$ cat src/rtl/pcu_pkg.sv
package pcu_pkg;
    typedef enum logic [2:0] {
        BK_EQ  = 3'd0,
        BK_NE  = 3'd1,
        BK_LT  = 3'd2,
        BK_NEZ = 3'd3,
        BK_GEZ = 3'd4
    } br_kind_e;

    localparam int INSTR_BYTES = 4;
    localparam int WORD_SHIFT  = 2;
endpackage

$ cat src/rtl/pcu_branch_cond.sv
module pcu_branch_cond #(
    parameter int XLEN = 32
) (
    input  logic            br_en,
    input  logic [2:0]      br_kind,
    input  logic [XLEN-1:0] rs_val,
    input  logic [XLEN-1:0] rt_val,
    output logic            take
);
    import pcu_pkg::*;

    logic cond;
    logic eq_w, lt_w, zero_w, neg_w;

    always_comb begin
        eq_w   = (rs_val == rt_val);
        lt_w   = ($signed(rs_val) < $signed(rt_val));
        zero_w = (rs_val == '0);
        neg_w  = rs_val[XLEN-1];
        case (br_kind)
            BK_EQ:   cond = eq_w;
            BK_NE:   cond = !eq_w;
            BK_LT:   cond = lt_w;
            BK_NEZ:  cond = !zero_w;
            BK_GEZ:  cond = !neg_w;
            default: cond = 1'b0;
        endcase
        take = br_en & cond;
    end
endmodule

$ cat src/rtl/pcu_target_gen.sv
module pcu_target_gen #(
    parameter int XLEN  = 32,
    parameter int IMM_W = 16,
    parameter int JT_W  = 26
) (
    input  logic [XLEN-1:0]  pc,
    input  logic [XLEN-1:0]  pc_plus4,
    input  logic [IMM_W-1:0] imm,
    input  logic [JT_W-1:0]  jtarget,
    output logic [XLEN-1:0]  br_tgt,
    output logic [XLEN-1:0]  jmp_tgt
);
    import pcu_pkg::*;

    localparam int SEXT_W   = XLEN - IMM_W - WORD_SHIFT;
    localparam int REGION_W = XLEN - JT_W - WORD_SHIFT;

    logic [XLEN-1:0] offset;

    always_comb begin
        offset  = {{SEXT_W{imm[IMM_W-1]}}, imm, {WORD_SHIFT{1'b0}}};
        br_tgt  = pc_plus4 + offset;
        jmp_tgt = {pc[XLEN-1 -: REGION_W], jtarget, {WORD_SHIFT{1'b0}}};
    end
endmodule

$ cat src/rtl/pc_sequencer.sv
module pc_sequencer #(
    parameter int XLEN  = 32,
    parameter int IMM_W = 16,
    parameter int JT_W  = 26
) (
    input  logic             clk,
    input  logic             rst,
    input  logic             br_en,
    input  logic [2:0]       br_kind,
    input  logic             jmp,
    input  logic             jreg,
    input  logic [XLEN-1:0]  rs_val,
    input  logic [XLEN-1:0]  rt_val,
    input  logic [IMM_W-1:0] imm,
    input  logic [JT_W-1:0]  jtarget,
    output logic [XLEN-1:0]  pc,
    output logic [XLEN-1:0]  pc_plus4
);
    import pcu_pkg::*;

    localparam int SEXT_W   = XLEN - IMM_W - WORD_SHIFT;
    localparam int REGION_W = XLEN - JT_W - WORD_SHIFT;

    typedef struct packed {
        logic [XLEN-1:0] pc;
    } seq_state_t;

    seq_state_t state_d, state_q;
    logic            take_w;
    logic [XLEN-1:0] br_tgt_w, jmp_tgt_w, inc_w;

    assign inc_w = state_q.pc + XLEN'(INSTR_BYTES);

    pcu_branch_cond #(.XLEN(XLEN)) u_cond (
        .br_en   (br_en),
        .br_kind (br_kind),
        .rs_val  (rs_val),
        .rt_val  (rt_val),
        .take    (take_w)
    );

    pcu_target_gen #(.XLEN(XLEN), .IMM_W(IMM_W), .JT_W(JT_W)) u_tgt (
        .pc       (state_q.pc),
        .pc_plus4 (inc_w),
        .imm      (imm),
        .jtarget  (jtarget),
        .br_tgt   (br_tgt_w),
        .jmp_tgt  (jmp_tgt_w)
    );

    always_comb begin
        state_d = state_q;
        if (rst)          state_d.pc = '0;
        else if (jreg)    state_d.pc = rs_val;
        else if (jmp)     state_d.pc = jmp_tgt_w;
        else if (take_w)  state_d.pc = br_tgt_w;
        else              state_d.pc = inc_w;
    end

    always_ff @(posedge clk) begin
        state_q <= state_d;
    end

    assign pc       = state_q.pc;
    assign pc_plus4 = inc_w;


    jreg_load_chk: assert property (@(posedge clk) disable iff (rst)
        jreg |=> (pc == $past(rs_val)));


    jump_target_chk: assert property (@(posedge clk) disable iff (rst)
        (jmp && !jreg) |=> (pc == {$past(pc[XLEN-1 -: REGION_W]), $past(jtarget), 2'b00}));


    branch_target_chk: assert property (@(posedge clk) disable iff (rst)
        (take_w && !jmp && !jreg) |=>
        (pc == $past(pc) + XLEN'(4) + {{SEXT_W{$past(imm[IMM_W-1])}}, $past(imm), 2'b00}));


    seq_advance_chk: assert property (@(posedge clk) disable iff (rst)
        (!br_en && !jmp && !jreg) |=> (pc == $past(pc) + XLEN'(4)));


    no_branch_when_off_chk: assert property (@(posedge clk) disable iff (rst)
        !br_en |-> !take_w);
endmodule

$ cat config.mk
export PLATFORM = sky130hd
export DESIGN_NAME = pc_sequencer
export DESIGN_NICKNAME = d
export VERILOG_FILES = /design/src/rtl/pcu_pkg.sv /design/src/rtl/pcu_branch_cond.sv /design/src/rtl/pcu_target_gen.sv /design/src/rtl/pc_sequencer.sv
export SDC_FILE = /design/constraint.sdc
export NUM_CORES = 1
export LEC_CHECK = 0
export BUFFER_PORTS_ARGS = -buffer_cell sky130_fd_sc_hd__buf_2
export CORE_UTILIZATION = 30
export CTS_BUF_LIST = sky130_fd_sc_hd__clkbuf_4 sky130_fd_sc_hd__clkbuf_8
export DETAILED_ROUTE_END_ITERATION = 16
export PLACE_DENSITY = 0.48
export SLEW_MARGIN = 20
export SYNTH_ARGS = -nofsm -noshare
export SYNTH_HDL_FRONTEND = slang
export SYNTH_HIERARCHICAL = 1
export SYNTH_SLANG_ARGS = --single-unit
export TNS_END_PERCENT = 10
$ cat constraint.sdc
create_clock -name clk -period 4.01 [get_ports clk]
set_input_delay 0.401 -clock clk [delete_from_list [all_inputs] [get_ports clk]]
set_output_delay 0.401 -clock clk [all_outputs]
set_load 0.01 [all_outputs]
== Word level (Yosys, flattened, before mapping) ==
Cells that the tools add are included.

* Add/subtract/negate cells: 2
* Multiply operators: 0
* Divide/modulo/power cells: 0
* $lt $le $gt $ge: 1
* Equality and inequality tests: 6
* Shift operators: 0
* Multiplexer cells: 4
* Bitwise gates (word level): 1
* Reduce and logical (&&, ||, !) cells: 5

{| class="wikitable"
|+ Operators by type and width
! cell !! count
|-
| two-way mux 32 bit || 3
|-
| adder 32 x 3 -> 32 bit (second input constant) || 1
|-
| adder 32 bit || 1
|-
| == test 32 bit || 1
|-
| zero test 32 bit || 1
|-
| < comparator 32 bit || 1
|-
| == test 3 x 2 -> 1 bit (second input constant) || 2
|-
| one-hot mux 1 bit (5 select lines) || 1
|-
| == test 3 x 1 -> 1 bit (second input constant) || 1
|-
| == test 3 bit (second input constant) || 1
|-
| zero test 1 bit || 3
|-
| zero test 3 bit || 1
|-
| inequality test 2 x 1 -> 1 bit (second input constant) || 1
|-
| bitwise AND 1 bit || 1
|}

* Register bits after elaboration: 32
* Bits in latches: 0
* RAM bits: 0
* ROM bits: 0
* Input port bits: 114
* Output and inout bits: 64
* Word-level logic and storage cells: 21
* Memories: 0

== Depth between registers and ports, before layout ==
* Word-level depth: 7
* Mapped depth: 19
* Gate-level depth less buffers: 17

== Cells and area by module ==
Netlist, hierarchy kept.

{| class="wikitable"
|+ By module, submodules not included
! module !! times used !! cells each !! area an instance (um2) !! sequential area each (um2)
|-
| pc_sequencer || 1 || 369 || 2767.7 || 640.6
|-
| pcu_target_gen || 1 || 270 || 2008.2 || 0.0
|-
| pcu_branch_cond || 1 || 141 || 977.2 || 0.0
|}

== Least setup slack after synthesis ==
Ideal clock, no wire load.

* Kind: reg2reg
* Start: reg state_q (netlist bit pc[2])
* End: reg state_q (netlist bit pc[26])
* Library setup time: 138 ps
* Arrival: 3745 ps
* Required time: 3872 ps
* Slack: 127 ps
* Stages on the path, launching flop included: 18
* Path buffers: 2
* Clock period less this slack: 3883 ps
* Cells stage by stage: dfxtp_1 -> ha_1 -> nand3_1 -> nor4_2 -> buf_2 -> nand4_1 -> xnor2_1 -> ha_1 -> clkbuf_1 -> nand2_1 -> nor2_1 -> nand3_1 -> o311ai_4 -> a41oi_1 -> xnor2_1 -> a221o_1 -> o21ai_0 -> o221ai_1

* Cells in the longest elaborated chain, start to end: 5

{| class="wikitable"
|+ RTL lines
! element !! RTL line !! text
|-
| from (decl) || pc_sequencer.sv:28 || <nowiki>seq_state_t state_d, state_q;</nowiki>
|-
| from (signal assigned) || pc_sequencer.sv:61 || <nowiki>state_q <= state_d;</nowiki>
|-
| adder 32 x 3 -> 32 bit || pc_sequencer.sv:32 || <nowiki>assign inc_w = state_q.pc + XLEN'(INSTR_BYTES);</nowiki>
|-
| named net pc_plus4[20] || pc_sequencer.sv:17 || <nowiki>output logic [XLEN-1:0] pc_plus4</nowiki>
|-
| adder 32 bit || pcu_target_gen.sv:22 || <nowiki>br_tgt = pc_plus4 + offset;</nowiki>
|-
| named net br_tgt_w[26] || pc_sequencer.sv:30 || <nowiki>logic [XLEN-1:0] br_tgt_w, jmp_tgt_w, inc_w;</nowiki>
|-
| two-way mux 32 bit || pc_sequencer.sv:56 || <nowiki>else if (take_w) state_d.pc = br_tgt_w;</nowiki>
|-
| two-way mux 32 bit || pc_sequencer.sv:55 || <nowiki>else if (jmp) state_d.pc = jmp_tgt_w;</nowiki>
|-
| two-way mux 32 bit || pc_sequencer.sv:54 || <nowiki>else if (jreg) state_d.pc = rs_val;</nowiki>
|}

The timed path passes the listed nets, and every way through them passes these cells. The select of a mux whose other input is x is not followed.
A chain may end at the register's enable or synchronous reset.

== Worst setup path in the final report ==
* Start: reg state_q (netlist bit pc[3])
* End: reg state_q (netlist bit pc[20])

* Cells in the longest elaborated chain, start to end: 5

{| class="wikitable"
|+ RTL lines
! element !! RTL line
|-
| adder 32 x 3 -> 32 bit || pc_sequencer.sv:32
|-
| adder 32 bit || pcu_target_gen.sv:22
|-
| named net br_tgt_w[20] || pc_sequencer.sv:30
|-
| two-way mux 32 bit || pc_sequencer.sv:56
|-
| two-way mux 32 bit || pc_sequencer.sv:55
|-
| two-way mux 32 bit || pc_sequencer.sv:54
|}

The timed path passes the listed nets, and every way through them passes these cells. The select of a mux whose other input is x is not followed.

==> impl_metrics.xml <==
<?xml version="1.0" encoding="UTF-8"?>
<metrics>
  <group name="place">
    <metric name="globalplace.congestion" unit="">0.887</metric>
    <metric name="place.detailed.hpwl" unit="mm">18.1</metric>
    <metric name="port_buffers" unit="">177</metric>
    <metric name="standard_cell_area_after_detailed_placement" unit="mm2">0.00706</metric>
    <metric name="place.detailed.instances" unit="">1188</metric>
  </group>
  <group name="sta">
    <metric name="tightestPinTransition" unit="ns">1.01</metric>
    <metric name="timing.clock.skew" unit="ns">0.00606</metric>
    <metric name="finalSetupViolations" unit="">0</metric>
    <metric name="hold_violations" unit="">0</metric>
    <metric name="final.period_utilization" unit="%">97.3</metric>
    <metric name="min_period" unit="ns">3.90</metric>
    <metric name="worst_slew_margin_rel" unit="%">32.4</metric>
    <metric name="timing.fmax" unit="GHz">0.256</metric>
    <metric name="maxSlewViolCount" unit="">0</metric>
    <metric name="rsz0062_at_grt" unit="">yes</metric>
  </group>
  <group name="route">
    <metric name="detail-route-antenna-nets" unit="">0</metric>
    <metric name="num_vias" unit="">6556</metric>
    <metric name="routed_via_density" unit="">5.45</metric>
    <metric name="detailedRoute.firstPassIterationCount" unit="">5</metric>
    <metric name="wirelength" unit="mm">22.4</metric>
    <metric name="routed_wire_length_per_instance" unit="um">18.6</metric>
    <metric name="route.detailed.drc" unit="">0</metric>
    <metric name="drt_iter0_markers" unit="">332</metric>
  </group>
  <group name="layout">
    <metric name="flow.area_growth_from_synthesis" unit="%">29.6</metric>
    <metric name="design_area" unit="mm2">0.00745</metric>
    <metric name="finalNonFillerCells" unit="">1204</metric>
    <metric name="largest_register_ffs" unit="">32</metric>
    <metric name="fillCellCount" unit="">1983</metric>
    <metric name="final_core_utilization" unit="%">39.7</metric>
    <metric name="nets" unit="">1145</metric>
    <metric name="final_layout_size_suffix_gt1_share" unit="%">35.5</metric>
  </group>
  <group name="job">
    <metric name="maxCapViolations" unit="">0</metric>
  </group>
  <group name="clock_network">
    <metric name="cts.htree.levels" unit="">2</metric>
    <metric name="tritoncts" unit="">built</metric>
    <metric name="clk_root_buffer_cell" unit="">sky130_fd_sc_hd__clkbuf_8</metric>
    <metric name="cts_hold_repair.buffers" unit="">0</metric>
    <metric name="tritoncts.num_buffers" unit="">5</metric>
    <metric name="max_root_sink_buffers" unit="">2</metric>
    <metric name="clock_sinks" unit="">32</metric>
    <metric name="clkSlewWorstSetupHoldPaths" unit="ns">0.08</metric>
    <metric name="clkLatencyLatePin" unit="ns">0.30</metric>
  </group>
  <group name="setup_path">
    <metric name="critical_path.endpoint_type" unit="">register</metric>
    <metric name="worstSetupPathType" unit="">register to register</metric>
    <metric name="startpoint_type" unit="">register</metric>
    <metric name="crit_required" unit="ns">4.19</metric>
    <metric name="rrSetupSlack" unit="ns">0.11</metric>
    <metric name="critical_path_peak_fanout" unit="">6</metric>
    <metric name="critical_path_arrival" unit="ns">4.08</metric>
  </group>
  <group name="synth">
    <metric name="synthCells" unit="">780</metric>
    <metric name="synth_flop_cell" unit="">sky130_fd_sc_hd__dfxtp_1</metric>
    <metric name="number_of_enable_type_register_cells_in_the_synthesized_netlist" unit="">0</metric>
    <metric name="yosys_register_bits" unit="">32</metric>
    <metric name="number_of_different_library_cells_in_the_post_synthesis_netlist" unit="">87</metric>
    <metric name="synthesis.area_per_instance" unit="um2">7.38</metric>
    <metric name="synth_sequential_area_ratio" unit="%">11.1</metric>
    <metric name="synthesis_warnings" unit="">6</metric>
    <metric name="asyncSetResetFlopFracSynth" unit="%">0</metric>
    <metric name="syn-cell-area" unit="mm2">0.00575</metric>
  </group>
  <group name="floorplan">
    <metric name="vert_die_dim" unit="um">140</metric>
    <metric name="area_inside_the_core_boundary" unit="mm2">0.0188</metric>
    <metric name="floorplan.die.width" unit="um">140</metric>
    <metric name="initial_core_utilization" unit="%">30.7</metric>
    <metric name="row_count" unit="">50</metric>
    <metric name="area_of_the_die" unit="mm2">0.0197</metric>
    <metric name="ioPinCount" unit="">178</metric>
  </group>
  <group name="worst_hold_path">
    <metric name="worst_min_delay_path_category" unit="">input port to register</metric>
  </group>
  <group name="power_and_ir_drop">
    <metric name="power.static_leakage" unit="nW">3.68</metric>
    <metric name="power.density" unit="mW/mm2">226</metric>
    <metric name="vdd.ir_drop.worst" unit="uV">110</metric>
    <metric name="post-layout-total-power" unit="mW">1.69</metric>
  </group>
  <group name="status">
    <metric name="run_status" unit="">complete, no violations</metric>
  </group>
  <group name="grt">
    <metric name="antenna_found_initial" unit="">2</metric>
    <metric name="first_pass_grt_wire_length" unit="mm">34.3</metric>
    <metric name="grt_start_max_net_pins" unit="">47</metric>
    <metric name="grt_use_total" unit="%">22.2</metric>
    <metric name="grt_pass1_vias" unit="">6215</metric>
    <metric name="global_route.overflow_total" unit="">0</metric>
  </group>
</metrics>
-- critical path: stages, from the launching register on --
cell,delay (ns)
sky130_fd_sc_hd__dfxtp_1,0.34
sky130_fd_sc_hd__buf_4,0.13
sky130_fd_sc_hd__nand4_2,0.18
sky130_fd_sc_hd__buf_4,0.20
sky130_fd_sc_hd__o21a_1,0.18
sky130_fd_sc_hd__or2_2,0.31
sky130_fd_sc_hd__ha_1,0.38
sky130_fd_sc_hd__a21oi_1,0.34
sky130_fd_sc_hd__nor3_2,0.06
sky130_fd_sc_hd__nor2_1,0.20
sky130_fd_sc_hd__o311ai_4,0.16
sky130_fd_sc_hd__buf_4,0.17
sky130_fd_sc_hd__nor2b_1,0.12
sky130_fd_sc_hd__a311oi_1,0.33
sky130_fd_sc_hd__xnor2_1,0.12
sky130_fd_sc_hd__a221oi_1,0.32
sky130_fd_sc_hd__a211o_1,0.14
sky130_fd_sc_hd__o211ai_1,0.09
-- cell families (layout without fill, tap and decap cells) --
group,Yosys count,count (layout),synth area share [%]
and+or+nand+nor,267,267,25.7
AOI/OAI and AO/OA,208,208,27.4
buffers and inverters,150,338,12.7
adders and majority gates,63,63,13.8
xor gates and xnor gates,51,51,7.76
DFF,32,32,11.1
muxes,8,8,1.39
other,1,3,0.0652
-- per-stage QoR --
stage	hold slack (ns)	setup WS [ns]	TNS [ns]
5_1_grt	0.397	-0.0633	-0.215
2_1_floorplan	0.546	0.127	0
4_1_cts	0.378	-0.0345	-0.0437
3_3_place_gp	0.577	-0.0420	-0.105
6_report	0.377	0.107	0
3_5_place_dp	0.573	0.0185	0
-- report_power, final --
part / switching [mW] / internal (mW)
clock network: 0.149 / 0.220
logic: 0.528 / 0.408
registers: 0.0363 / 0.346
total: 0.713 / 0.973
-- layer usage --
layer / global-route usage, % / vias to the layer above / wire [um]
met3: 3.73 / 21 / 1350
met5: 0 / - / 0
met2: 34.6 / 220 / 9830
met4: 4.63 / 0 / 276
met1: 31.8 / 3087 / 11000
li1: - / 3228 / -
-- area by class of cell --
type	instances	area, um2	area share [%]
clock buffer	7	96.3	1.29
clock inverter	1	30.0	0.403
tap	234	293	3.93
timing repair buffer	262	1520	20.4
inverter	68	255	3.42
sequential	32	646	8.66
multi-input combinational	599	4610	61.8
antenna	1	2.50	0.0336
-- what timing repair did --
item / 4_1_cts / 5_1_grt
buffers inserted: 0 / 7
endpoints found under the setup margin: 2 / 16
pin swaps: 0 / 12
endpoints found under the hold margin: 0 / 0
resized for setup: 0 / 43
-- Yosys cell counts, types with 3 or more instances --
cell type,count,area (um2)
sky130_fd_sc_hd__a211o_1,7,61.3
sky130_fd_sc_hd__a21o_1,17,128
sky130_fd_sc_hd__a21oi_1,48,240
sky130_fd_sc_hd__a221o_1,4,40.0
sky130_fd_sc_hd__a221oi_1,30,263
sky130_fd_sc_hd__a311oi_1,6,52.6
sky130_fd_sc_hd__a31o_2,3,26.3
sky130_fd_sc_hd__a31oi_1,7,43.8
sky130_fd_sc_hd__a41oi_1,3,26.3
sky130_fd_sc_hd__and2_1,3,18.8
sky130_fd_sc_hd__and3_1,9,56.3
sky130_fd_sc_hd__and4_1,3,26.3
sky130_fd_sc_hd__buf_1,3,11.3
sky130_fd_sc_hd__buf_2,12,60.1
sky130_fd_sc_hd__buf_4,36,270
sky130_fd_sc_hd__clkbuf_1,28,105
sky130_fd_sc_hd__dfxtp_1,32,641
sky130_fd_sc_hd__ha_1,62,776
sky130_fd_sc_hd__inv_1,68,255
sky130_fd_sc_hd__mux2i_1,8,80.1
sky130_fd_sc_hd__nand2_1,56,210
sky130_fd_sc_hd__nand2b_1,5,31.3
sky130_fd_sc_hd__nand3_1,24,120
sky130_fd_sc_hd__nand4_1,27,169
sky130_fd_sc_hd__nand4_2,3,37.5
sky130_fd_sc_hd__nor2_1,40,150
sky130_fd_sc_hd__nor2b_1,19,119
sky130_fd_sc_hd__nor3_1,24,120
sky130_fd_sc_hd__nor4_1,15,93.8
sky130_fd_sc_hd__nor4_2,4,50.1
sky130_fd_sc_hd__o211ai_1,3,22.5
sky130_fd_sc_hd__o21a_1,7,52.6
sky130_fd_sc_hd__o21ai_0,27,135
sky130_fd_sc_hd__o21ai_1,5,25.0
sky130_fd_sc_hd__o21bai_1,4,30.0
sky130_fd_sc_hd__or2_2,4,25.0
sky130_fd_sc_hd__or3_1,7,43.8
sky130_fd_sc_hd__or4_1,5,37.5
sky130_fd_sc_hd__xnor2_1,33,289
sky130_fd_sc_hd__xor2_1,18,158
-- cells in the final DEF (no fill, tap or decap), types with 4 or more instances in the layout --
| master | n |
|---|---|
| sky130_fd_sc_hd__nand2b_1 | 5 |
| sky130_fd_sc_hd__nand2_1 | 56 |
| sky130_fd_sc_hd__o21ai_1 | 5 |
| sky130_fd_sc_hd__ha_1 | 54 |
| sky130_fd_sc_hd__o21a_1 | 7 |
| sky130_fd_sc_hd__nor3_1 | 23 |
| sky130_fd_sc_hd__a21oi_1 | 47 |
| sky130_fd_sc_hd__dfxtp_2 | 4 |
| sky130_fd_sc_hd__nor4_2 | 6 |
| sky130_fd_sc_hd__and3_1 | 8 |
| sky130_fd_sc_hd__a21o_1 | 17 |
| sky130_fd_sc_hd__nand3_1 | 22 |
| sky130_fd_sc_hd__o21ai_0 | 26 |
| sky130_fd_sc_hd__xor2_1 | 16 |
| sky130_fd_sc_hd__buf_2 | 177 |
| sky130_fd_sc_hd__buf_4 | 85 |
| sky130_fd_sc_hd__xnor2_2 | 5 |
| sky130_fd_sc_hd__a311oi_1 | 6 |
| sky130_fd_sc_hd__o21bai_1 | 4 |
| sky130_fd_sc_hd__ha_2 | 6 |
| sky130_fd_sc_hd__clkbuf_8 | 7 |
| sky130_fd_sc_hd__or4_1 | 4 |
| sky130_fd_sc_hd__nor4_1 | 12 |
| sky130_fd_sc_hd__mux2i_1 | 8 |
| sky130_fd_sc_hd__nor2b_1 | 18 |
| sky130_fd_sc_hd__dfxtp_1 | 28 |
| sky130_fd_sc_hd__a221oi_1 | 28 |
| sky130_fd_sc_hd__inv_1 | 68 |
| sky130_fd_sc_hd__or2_2 | 4 |
| sky130_fd_sc_hd__a31oi_1 | 6 |
| sky130_fd_sc_hd__a221o_1 | 4 |
| sky130_fd_sc_hd__a211o_1 | 7 |
| sky130_fd_sc_hd__nand4_1 | 27 |
| sky130_fd_sc_hd__or3_1 | 7 |
| sky130_fd_sc_hd__xnor2_1 | 27 |
| sky130_fd_sc_hd__nor2_1 | 40 |
-- final timing paths --
check               startpoint                end  cells past startpoint
min                  rs_val[2]   pc[2]$_SDFF_PP0_                      3
max           pc[3]$_SDFF_PP0_  pc[20]$_SDFF_PP0_                     17
min reg2reg  pc[31]$_SDFF_PP0_  pc[31]$_SDFF_PP0_                      2
max reg2reg   pc[3]$_SDFF_PP0_  pc[20]$_SDFF_PP0_                     17
Note: power is estimated with default switching activity, not from simulation.
